[config.mk]
export PLATFORM = sky130hd
export DESIGN_NAME = bitwin_aligner
export DESIGN_NICKNAME = d
export VERILOG_FILES = /design/src/rtl/bwa_pkg.sv /design/src/rtl/bwa_len_mux.sv /design/src/rtl/bwa_pos_acc.sv /design/src/rtl/bwa_word_pair.sv /design/src/rtl/bitwin_aligner.sv
export SDC_FILE = /design/constraint.sdc
export NUM_CORES = 1
export LEC_CHECK = 0
export BUFFER_PORTS_ARGS = -buffer_cell sky130_fd_sc_hd__buf_2
export CAP_MARGIN = 20
export CORE_ASPECT_RATIO = 1.25
export CORE_MARGIN = 3
export CORE_UTILIZATION = 40
export CTS_CLUSTER_DIAMETER = 80
export DETAILED_ROUTE_END_ITERATION = 10
export SLEW_MARGIN = 25
export SYNTH_ARGS = -nofsm -noshare
export SYNTH_HDL_FRONTEND = slang
export SYNTH_SLANG_ARGS = --single-unit
export TNS_END_PERCENT = 100
[constraint.sdc]
create_clock -name clk -period 14.9 [get_ports clk]
set_input_delay 4.47 -clock clk [delete_from_list [all_inputs] [get_ports clk]]
set_output_delay 4.47 -clock clk [all_outputs]
set_load 0.01 [all_outputs]
[src/rtl/bwa_pkg.sv]
package bwa_pkg;
  typedef enum logic [1:0] {
    SRC_FIXED = 2'd0,
    SRC_EXPG  = 2'd1,
    SRC_VLC   = 2'd2,
    SRC_ARITH = 2'd3
  } src_e;
endpackage

[src/rtl/bwa_len_mux.sv]
module bwa_len_mux #(
  parameter int WORD_W = 32,
  parameter int LEN_W  = $clog2(WORD_W) + 1
) (
  input  bwa_pkg::src_e     sel,
  input  logic [LEN_W-1:0]  len_fixed,
  input  logic [LEN_W-1:0]  len_expg,
  input  logic [LEN_W-1:0]  len_vlc,
  input  logic [LEN_W-1:0]  len_arith,
  output logic [LEN_W-1:0]  len_o
);
  localparam logic [LEN_W-1:0] MAX_LEN = LEN_W'(WORD_W);

  logic [LEN_W-1:0] raw;

  always_comb begin
    unique case (sel)
      bwa_pkg::SRC_FIXED: raw = len_fixed;
      bwa_pkg::SRC_EXPG:  raw = len_expg;
      bwa_pkg::SRC_VLC:   raw = len_vlc;
      default:            raw = len_arith;
    endcase
    // lengths beyond one word saturate to a whole word
    len_o = (raw > MAX_LEN) ? MAX_LEN : raw;
  end
endmodule

[src/rtl/bwa_pos_acc.sv]
module bwa_pos_acc #(
  parameter int WORD_W = 32,
  parameter int POS_W  = $clog2(WORD_W),
  parameter int LEN_W  = POS_W + 1
) (
  input  logic             clk,
  input  logic             rst_n,
  input  logic             step,
  input  logic [LEN_W-1:0] len,
  output logic [POS_W-1:0] pc,
  output logic             carry
);
  logic [LEN_W-1:0] sum;

  always_comb begin
    sum   = LEN_W'(pc) + len;
    carry = step && (sum[LEN_W-1:POS_W] != '0);
  end

  always_ff @(posedge clk or negedge rst_n) begin
    if (!rst_n)    pc <= '0;
    else if (step) pc <= sum[POS_W-1:0];
  end
endmodule

[src/rtl/bwa_word_pair.sv]
module bwa_word_pair #(
  parameter int WORD_W = 32,
  parameter int POS_W  = $clog2(WORD_W)
) (
  input  logic              clk,
  input  logic              rst_n,
  input  logic              shift_en,
  input  logic [WORD_W-1:0] new_word,
  input  logic [POS_W-1:0]  pc,
  output logic [WORD_W-1:0] window
);
  localparam int PAIR_W = 2 * WORD_W;

  logic [WORD_W-1:0] older_q, newer_q;
  logic [PAIR_W-1:0] shifted;

  always_ff @(posedge clk or negedge rst_n) begin
    if (!rst_n) begin
      older_q <= '0;
      newer_q <= '0;
    end else if (shift_en) begin
      older_q <= newer_q;
      newer_q <= new_word;
    end
  end

  always_comb begin
    shifted = {older_q, newer_q} << pc;
    window  = shifted[PAIR_W-1:WORD_W];
  end
endmodule

[src/rtl/bitwin_aligner.sv]
module bitwin_aligner #(
  parameter int WORD_W = 32,
  parameter int ADDR_W = 16,
  parameter int POS_W  = $clog2(WORD_W),
  parameter int LEN_W  = POS_W + 1
) (
  input  logic              clk,
  input  logic              rst_n,
  input  logic              adv_en,
  input  logic [1:0]        src_sel,
  input  logic [LEN_W-1:0]  len_fixed,
  input  logic [LEN_W-1:0]  len_expg,
  input  logic [LEN_W-1:0]  len_vlc,
  input  logic [LEN_W-1:0]  len_arith,
  input  logic [WORD_W-1:0] ram_rdata,
  output logic [ADDR_W-1:0] ram_addr,
  output logic              load,
  output logic              win_valid,
  output logic [WORD_W-1:0] window
);
  localparam int PREFILL = 2;
  localparam int FILL_W  = $clog2(PREFILL + 1);

  logic [FILL_W-1:0] fill_cnt;
  logic              filling;
  logic              step;
  logic              carry;
  logic [LEN_W-1:0]  len_sel;
  logic [POS_W-1:0]  pc;

  assign filling   = fill_cnt != FILL_W'(PREFILL);
  assign win_valid = !filling;
  assign step      = adv_en && win_valid;
  assign load      = rst_n && (filling || carry);

  always_ff @(posedge clk or negedge rst_n) begin
    if (!rst_n)       fill_cnt <= '0;
    else if (filling) fill_cnt <= fill_cnt + FILL_W'(1);
  end

  always_ff @(posedge clk or negedge rst_n) begin
    if (!rst_n)    ram_addr <= '0;
    else if (load) ram_addr <= ram_addr + ADDR_W'(1);
  end

  bwa_len_mux #(.WORD_W(WORD_W), .LEN_W(LEN_W)) u_mux (
    .sel       (bwa_pkg::src_e'(src_sel)),
    .len_fixed (len_fixed),
    .len_expg  (len_expg),
    .len_vlc   (len_vlc),
    .len_arith (len_arith),
    .len_o     (len_sel)
  );

  bwa_pos_acc #(.WORD_W(WORD_W), .POS_W(POS_W), .LEN_W(LEN_W)) u_acc (
    .clk   (clk),
    .rst_n (rst_n),
    .step  (step),
    .len   (len_sel),
    .pc    (pc),
    .carry (carry)
  );

  bwa_word_pair #(.WORD_W(WORD_W), .POS_W(POS_W)) u_pair (
    .clk      (clk),
    .rst_n    (rst_n),
    .shift_en (load),
    .new_word (ram_rdata),
    .pc       (pc),
    .window   (window)
  );
endmodule

# --- Word-level counts from Yosys, hierarchy flattened ---
# Index checks and enable logic that the tools add are counted.
totals:
  register_bits: 87
  wordCells: 21
op_classes:
  n_eq_ne: 3
  shifts: 1
  addsub: 3
  reduce_logical: 6
  muxes: 2
  order_cmp: 1
op_table:
  columns: ["operator", "count"]
  rows:
  - ["left shift 64 x 5 -> 64 bit", 1]
  - ["case mux 6 bit (3 select lines)", 1]
  - ["adder 16 x 1 -> 16 bit (second input constant)", 1]
  - ["adder 5 x 6 -> 6 bit", 1]
  - ["greater-than comparator 6 bit (second input constant)", 1]
  - ["two-way mux 6 bit", 1]
  - ["logical AND 1 bit", 3]
  - ["adder 2 x 1 -> 2 bit (second input constant)", 1]
  - ["== test 2 x 1 -> 1 bit (second input constant)", 1]
  - ["== test 2 bit (second input constant)", 1]
  - ["logical NOT 2 bit", 1]
  - ["inequality test 2 bit (second input constant)", 1]
  - ["logical NOT 1 bit", 1]
  - ["logical OR 1 bit", 1]

# --- Logic depth before layout (Yosys ltp) ---
# Gate-level depths: netlist (run 1).
logic_depth:
  depth_word: 8
  ltp_mapped: 14

# --- Cells and area by module ---
# Synthesis (run 1) repeated with hierarchy kept, for this count alone.
unflattened:
  cells_unflattened: 597
  area_unflattened_um2: 7407.1
by_module_without_submodules:
  columns: ["module", "n_inst", "cells_each", "area_each_um2"]
  rows:
  - ["bwa_word_pair", 1, 470, 5929.4]
  - ["bitwin_aligner", 1, 72, 864.6]
  - ["bwa_pos_acc", 1, 43, 427.9]
  - ["bwa_len_mux", 1, 12, 185.2]

# --- Worst setup path before layout (run 1) ---
# Ideal clock, no wire load.
synth_timing:
  path_kind: "input -> output"
  startpoint: "input src_sel[0]"
  endpoint: "output load"
  slack_ns: 3.453
  cell_stages: 12
  n_path_buf: 4
  required_ns: 10.430
  t_arrival_ns: 6.977
  path_cell_list: "buf_6 > mux4_2 > buf_6 > a211o_1 > inv_1 > ha_1 > a211oi_1 > o41ai_1 > nor3_2 > inv_2 > buf_6 > buf_4"
synth_between:
  elab_chain_cells: 8
  elab_cells_between_ends: 10
synth_lines:
  columns: ["element", "line_no", "source"]
  rows:
  - ["from (decl)", "bitwin_aligner.sv:10", "input logic [1:0] src_sel,"]
  - ["== test 2 bit (tied with other cells)", "bwa_len_mux.sv:17", "unique case (sel)"]
  - ["case mux 6 bit (3 select lines) *", "bwa_len_mux.sv:17", null]
  - ["greater-than comparator 6 bit", "bwa_len_mux.sv:24", "len_o = (raw > MAX_LEN) ? MAX_LEN : raw;"]
  - ["two-way mux 6 bit *", "bwa_len_mux.sv:24", null]
  - ["adder 5 x 6 -> 6 bit *", "bwa_pos_acc.sv:16", "sum = LEN_W'(pc) + len;"]
  - ["logical AND 1 bit *", "bwa_pos_acc.sv:17", "carry = step && (sum[LEN_W-1:POS_W] != '0);"]
  - ["logical OR 1 bit *", "bitwin_aligner.sv:34", "assign load = rst_n && (filling || carry);"]
  - ["logical AND 1 bit *", "bitwin_aligner.sv:34", null]
  - ["to (decl)", "bitwin_aligner.sv:17", "output logic load,"]
# Every way passes the cells marked *; elsewhere a longest branch is shown, timed or not.

# --- Worst setup path after layout (run 1) ---
# Same ends and word-level chain as after synthesis.

==> impl_metrics.json, run 1 <==
{
  "cts.sinks": 87,
  "drv_cap": 0,
  "worstMarginPinSlew_ns": 0.969,
  "overflow": 0,
  "area_delta_synth_final_pct": 13.4,
  "crit_type": "input pin to output pin",
  "outcome": "complete, no violations",
  "final.setup.tns_ns": 0,
  "synthCells": 664,
  "grt_first_pass_wirelength_um": 31400,
  "slowest_stage": "mux4_2",
  "avgRoutedWirePerCell_um": 20.3,
  "synth_cell_types": 50,
  "dp.cells": 952,
  "die_w_um": 124,
  "cts_tree": "done",
  "power.internal_mw": 1.14,
  "post_cts_buffers": 0,
  "cts_resized": 0,
  "post_route_cells_drive_above_1_share_pct": 34.9,
  "irDropWorstVdd_mv": 0.104,
  "ant_nets": 0,
  "num_rows": 53,
  "p_leak_nw": 3.66,
  "clock_path_buffers": 2,
  "clkPwrFrac_pct": 10.8,
  "drtPass1Iterations": 5,
  "rsz0062_at_grt": "no",
  "yosysWarningCount": 0,
  "synth_area_sq_mm": 0.00699,
  "relSlewSlack_pct": 35.4,
  "power_frac_seq_pct": 23.7,
  "dr.first_iter.drc_count": 636,
  "switching_share_pct": 47.4,
  "avgViaCountPerCell": 5.80,
  "async_flop_share_pct": 100,
  "diodes": 0,
  "syn_area_per_cell_sq_um": 10.5,
  "synth_ff_type": "dfrtp_1",
  "preCtsSetupSlack_ns": 3.00,
  "io-pin-count": 111,
  "ys_ff_latch": 87,
  "synth_edf_count": 0,
  "p_sw_mw": 1.03,
  "initial_core_util_pct": 41.2,
  "htreeDepth": 3,
  "max_freq_ghz": 0.0838,
  "worst_slack_ns": 2.97,
  "worstPathCellList": "buf_2 -> mux4_2 -> a211o_1 -> inv_1 -> ha_1 -> a211oi_1 -> o41ai_1 -> nor3_4 -> buf_4 -> inv_2 -> buf_2",
  "hold_viol": 0,
  "cp_common_cell": "buf_2",
  "fin_crit_ns": 11.93,
  "powerDensity_mw_per_mm2": 275,
  "synth_top_area_share_pct": 31.2,
  "routed_wl_um": 19600,
  "cp.required_ns": 10.43,
  "cts.clk_slew.worst_paths_ns": 0.07,
  "cp-end-kind": "output pin",
  "nets": 812,
  "grt_usage_pct": 20.4,
  "synth-seq-area-share_pct": 31.2,
  "utilization_pct": 46.7,
  "final.period_utilization_pct": 80.1,
  "grt_pass1_vias": 5490,
  "synth.area.top_cells": "dfrtp_1, mux4_2, mux2i_1, nand2_1, mux2_4",
  "grt_antenna_before_repair": 1,
  "hp-class": "flop to flop",
  "vias": 5611,
  "crit_path_start_kind": "input pin",
  "drc": 0,
  "synth_top_area_cell": "dfrtp_1",
  "finalMaxSlewViolations": 0,
  "place_hpwl_um": 14700,
  "power_frac_comb_pct": 65.5,
  "syn_nets": 733,
  "stdcell_count": 968,
  "grt_max_degree": 74,
  "cpPeakStageDelay_ns": 0.67,
  "clockRootBuffer": "clkbuf_16",
  "numCtsBuffers": 9,
  "die_area_sq_mm": 0.0191,
  "arrival_ns": 7.46,
  "numPortBuffers": 110,
  "core-area_sq_mm": 0.0170,
  "dieHeight_um": 154,
  "clock_latency_ns": 0.35,
  "crit_fanout": 40,
  "hold_buffers": 0,
  "setup_viol": 0,
  "gp_routability_congestion": 0.926,
  "finClkSkew_ns": 0.0100
}
## through the flow
| stage | cell area [sq um] | hold WS (ns) | power (mW) |
|---|---|---|---|
| finish | 7930 | 0.469 | 2.18 |
| global route | 7930 | 0.496 | 2.32 |
| CTS | 7920 | 0.472 | 2.17 |
| detailed placement | 7610 | 0.461 | 1.93 |
| global placement | 7610 | 0.451 | 1.91 |
| floorplan | 6990 | 0.434 | 1.47 |
## state kept, by name, summed over array words and instances (netlist names)
signal,count
u_pair.older_q,32
ram_addr,16
u_acc.pc,5
fill_cnt,2
u_pair.newer_q,32
## synth_stat cells, types with 7 or more instances
cell and instances:
buf_2 21, mux2i_1 74, nor2b_1 9, inv_1 7, nor2_1 18, nor3_1 8
o21ai_0 33, a21oi_1 15, mux4_2 54, mux2_4 34, dfrtp_1 87, clkbuf_1 12
nand2_1 162, xor2_1 16, mux2_2 25, ha_1 7
## routing by layer
| metal | part of all wire (%) | vias up | wire length, um | track usage, % |
|---|---|---|---|---|
| met3 | 6.2 | 34 | 1220 | 3.65 |
| met4 | 2.2 | 2 | 429 | 6.58 |
| met2 | 47 | 217 | 9210 | 31.9 |
| met1 | 45 | 2776 | 8770 | 28.8 |
| li1 | - | 2582 | - | - |
| met5 | 0.066 | - | 13 | 0 |
## cell families (layout without fill, tap and decap cells)
family | count (synthesis) | count (layout) | share of synthesized area (%)
buffers and inverters | 60 | 144 | 4.51
and+or+nand+nor | 219 | 219 | 13.3
DFF | 87 | 87 | 31.2
xor gates and xnor gates | 19 | 19 | 2.38
muxes | 187 | 187 | 39.3
AOI/OAI and AO/OA | 84 | 84 | 7.81
adders and majority gates | 8 | 8 | 1.54
## cells in the final DEF, fill, tap and decap left out, types with 2 or more instances in the layout
cell,netlist,final
nor3b_1,4,4
nand3_1,5,5
xnor2_1,3,3
a21oi_1,15,15
xor2_1,16,16
inv_8,0,2
mux2_2,25,25
clkbuf_16,0,9
nand2_1,162,162
a221oi_1,3,3
inv_2,3,3
nor2b_1,9,9
a22oi_1,3,3
buf_2,21,109
a21o_1,2,2
nor3_1,8,8
ha_1,7,7
dfrtp_2,0,3
o2111a_1,3,3
nor2_1,18,18
o22ai_1,3,3
inv_6,0,3
o21ai_0,33,33
a211oi_1,4,4
buf_4,5,8
nand2b_1,3,3
mux2i_1,74,74
mux2_4,34,34
dfrtp_1,87,83
inv_1,7,7
and2_1,4,4
mux4_2,54,54
o211ai_1,6,6
## path summary, 6_finish.rpt
check | from | endpoint | slack (ns) | depth (start not counted)
min in group asynchronous | rst_n | u_acc.pc[0]$_DFFE_PN0P_ | 4.03 | 1
hold reg to reg | fill_cnt[0]$_DFFE_PN0N_ | fill_cnt[0]$_DFFE_PN0N_ | 0.47 | 1
max in group asynchronous | rst_n | u_pair.older_q[27]$_DFFE_PN0P_ | 9.76 | 2
hold / removal | fill_cnt[0]$_DFFE_PN0N_ | fill_cnt[0]$_DFFE_PN0N_ | 0.47 | 1
setup reg to reg | u_acc.pc[4]$_DFFE_PN0P_ | u_pair.newer_q[21]$_DFFE_PN0P_ | 11.09 | 9
setup / recovery | src_sel[0] | load | 2.97 | 11
## cell type report
class	instances	area, sq um
well taps	220	275
inverters	10	37.5
repair buffers	118	617
clock buffers	9	225
clock inverters	7	86.3
flip-flops and latches	87	2180
fillers	1653	9050
multi-input cells	517	4500
## power by group through the flow
stage                     Sequential [mW]  Clock (mW)  Combinational, mW
after detailed placement            0.514           0               1.42
final                               0.515       0.236               1.43
after floorplan                     0.433           0               1.04
after global routing                0.527       0.250               1.54
after global placement              0.506           0               1.40
after CTS                           0.509       0.242               1.42
## worst max-delay path, delay by kind of cell
family	cells	cell delay, ns
adders and majority gates	1	0.23
muxes	1	0.67
AOI/OAI and AO/OA	3	1.03
buffers and inverters	5	0.89
and+or+nand+nor	1	0.13
Note: power is estimated with default switching activity, not from simulation.
==> inputs of run 2 (changes only) <==
==> constraint.sdc (replaced) <==
create_clock -name clk -period 12.35 [get_ports clk]
set_input_delay 3.705 -clock clk [delete_from_list [all_inputs] [get_ports clk]]
set_output_delay 3.705 -clock clk [all_outputs]
set_load 0.01 [all_outputs]
==> run 2 against run 1 <==
  * Wire length increased by 2.1%
  * Count of clock-buffer cells in the layout unchanged
  * Clock power is 19% higher
  * Worst hold slack worse by 0.0036 ns
  * Total power rose by 21%
  * Die area is the same
  * Global-route usage rose by 0.43 points
  * Flip-flop and latch count is the same
  * Critical path type unchanged
  * First-iteration DRC count rose by 2.7%
  * Highest routed layer unchanged
  * Final cell count unchanged
  * Cell area about the same
  * Via count shrank 0.53%
==> impl_metrics.json, run 2 (synthesized netlist as in run 1, its figures left out) <==
{
  "drc": 0,
  "die_area_sq_mm": 0.0191,
  "relSlewSlack_pct": 35.4,
  "grt_usage_pct": 20.8,
  "avgRoutedWirePerCell_um": 20.7,
  "clockRootBuffer": "clkbuf_16",
  "htreeDepth": 3,
  "area_delta_synth_final_pct": 13.4,
  "cpPeakStageDelay_ns": 0.67,
  "finClkSkew_ns": 0.0102,
  "preCtsSetupSlack_ns": 1.97,
  "final_cell_mix": "nand2_1, buf_2, dfrtp_1",
  "routed_wl_um": 20100,
  "rsz0062_at_grt": "no",
  "cts.clk_slew.worst_paths_ns": 0.07,
  "post_route_cells_drive_above_1_share_pct": 34.9,
  "arrival_ns": 6.69,
  "cp.required_ns": 8.64,
  "finalMaxSlewViolations": 0,
  "clock_path_buffers": 2,
  "io-pin-count": 111,
  "diodes": 0,
  "num_rows": 53,
  "hold_viol": 0,
  "grt_max_degree": 74,
  "drv_cap": 0,
  "final_common_cell": "nand2_1",
  "cts.sinks": 87,
  "hp-class": "flop to flop",
  "dr.first_iter.drc_count": 653,
  "cp-end-kind": "output pin",
  "avgViaCountPerCell": 5.77,
  "grt_first_pass_wirelength_um": 31900,
  "worst_slack_ns": 1.96,
  "hold_buffers": 0,
  "nets": 812,
  "clock_latency_ns": 0.35,
  "dieHeight_um": 154,
  "timing.rr.start": "u_acc.pc[4]$_DFFE_PN0P_",
  "outcome": "complete, no violations",
  "final.period_utilization_pct": 84.1,
  "slowest_stage": "mux4_2",
  "final.setup.tns_ns": 0,
  "numPortBuffers": 110,
  "vias": 5581,
  "overflow": 0,
  "ant_nets": 0,
  "place_hpwl_um": 14800,
  "drtPass1Iterations": 5,
  "p_leak_nw": 3.65,
  "setup_viol": 0,
  "gp_routability_congestion": 0.926,
  "worstMarginPinSlew_ns": 0.970,
  "max_freq_ghz": 0.0962,
  "numCtsBuffers": 9,
  "top_regs": "u_pair.newer_q: 32 flops, u_pair.older_q: 32 flops, ram_addr: 16 flops",
  "irDropWorstVdd_mv": 0.122,
  "core-area_sq_mm": 0.0170,
  "powerDensity_mw_per_mm2": 331,
  "crit_fanout": 40,
  "cts_tree": "done",
  "fin_crit_ns": 10.39,
  "crit_type": "input pin to output pin",
  "worstPathCellList": "buf_2 -> mux4_2 -> a211o_1 -> inv_1 -> ha_1 -> a211oi_1 -> o41ai_1 -> nor3_4 -> buf_4 -> inv_2 -> buf_2",
  "initial_core_util_pct": 41.2,
  "crit_path_start_kind": "input pin",
  "die_w_um": 124,
  "crit_start": "src_sel[0]",
  "cts_resized": 0,
  "grt_antenna_before_repair": 1,
  "grt_pass1_vias": 5519,
  "post_cts_buffers": 0,
  "whs_ns": 0.466,
  "cp_common_cell": "buf_2",
  "min_from": "fill_cnt[0]$_DFFE_PN0N_"
}
[run 2: cell types whose count changed in the layout (fill, tap and decap cells not counted)]
cell,before,now
clkinvlp_4,1,2
inv_8,2,0
clkinv_4,0,2
inv_6,3,2
[run 2: final timing paths]
| check | endpoint | slack, ns | cells after the start |
|---|---|---|---|
| max | load | 1.96 | 11 |
| max reg2reg | u_pair.newer_q[20]$_DFFE_PN0P_ | 8.50 | 9 |
| min | fill_cnt[0]$_DFFE_PN0N_ | 0.47 | 1 |
| max in group asynchronous | u_pair.older_q[13]$_DFFE_PN0P_ | 7.94 | 2 |
| min in group asynchronous | u_acc.pc[4]$_DFFE_PN0P_ | 3.27 | 1 |
| min reg2reg | fill_cnt[0]$_DFFE_PN0N_ | 0.47 | 1 |
[run 2: power breakdown]
group          total (mW)  internal (mW)  leakage [nW]  switching (mW)
Clock               0.280          0.159         0.143           0.121
Sequential          0.624          0.407          1.05           0.218
Combinational        1.72          0.813          2.45           0.908
Total                2.62           1.38          3.65            1.25
[run 2: cell type report]
| type | count | area, sq um |
|---|---|---|
| clock inverters | 7 | 80.1 |
| clock buffers | 9 | 225 |
| fillers | 1623 | 9050 |
| repair buffers | 118 | 617 |
| multi-input cells | 517 | 4500 |
| inverters | 10 | 37.5 |
| flip-flops and latches | 87 | 2180 |
| well taps | 220 | 275 |
[run 2: per-stage QoR]
step / util, % / instances / cell area (sq um) / total power, mW
after detailed placement: 44.8 / 952 / 7610 / 2.33
final: 46.7 / 968 / 7920 / 2.62
after floorplan: - / 664 / 6990 / 1.78
after global routing: 46.7 / 968 / 7920 / 2.81
after CTS: 46.6 / 968 / 7920 / 2.62
after global placement: 44.8 / 952 / 7610 / 2.30
[run 2: critical path, delay by kind of cell]
family	cells	cell delay, ns
AND/OR/NAND/NOR	1	0.14
adder cells (fa/ha/maj)	1	0.23
buffers and inverters	5	0.89
AO/OA/AOI/OAI	3	1.05
multiplexers	1	0.67
[run 2: per-layer routing]
layer / routed length [um] / track usage [%]
met5: 13 / 0
met4: 483 / 7.26
met1: 9170 / 30.1
met2: 9330 / 31.7
met3: 1060 / 3.51
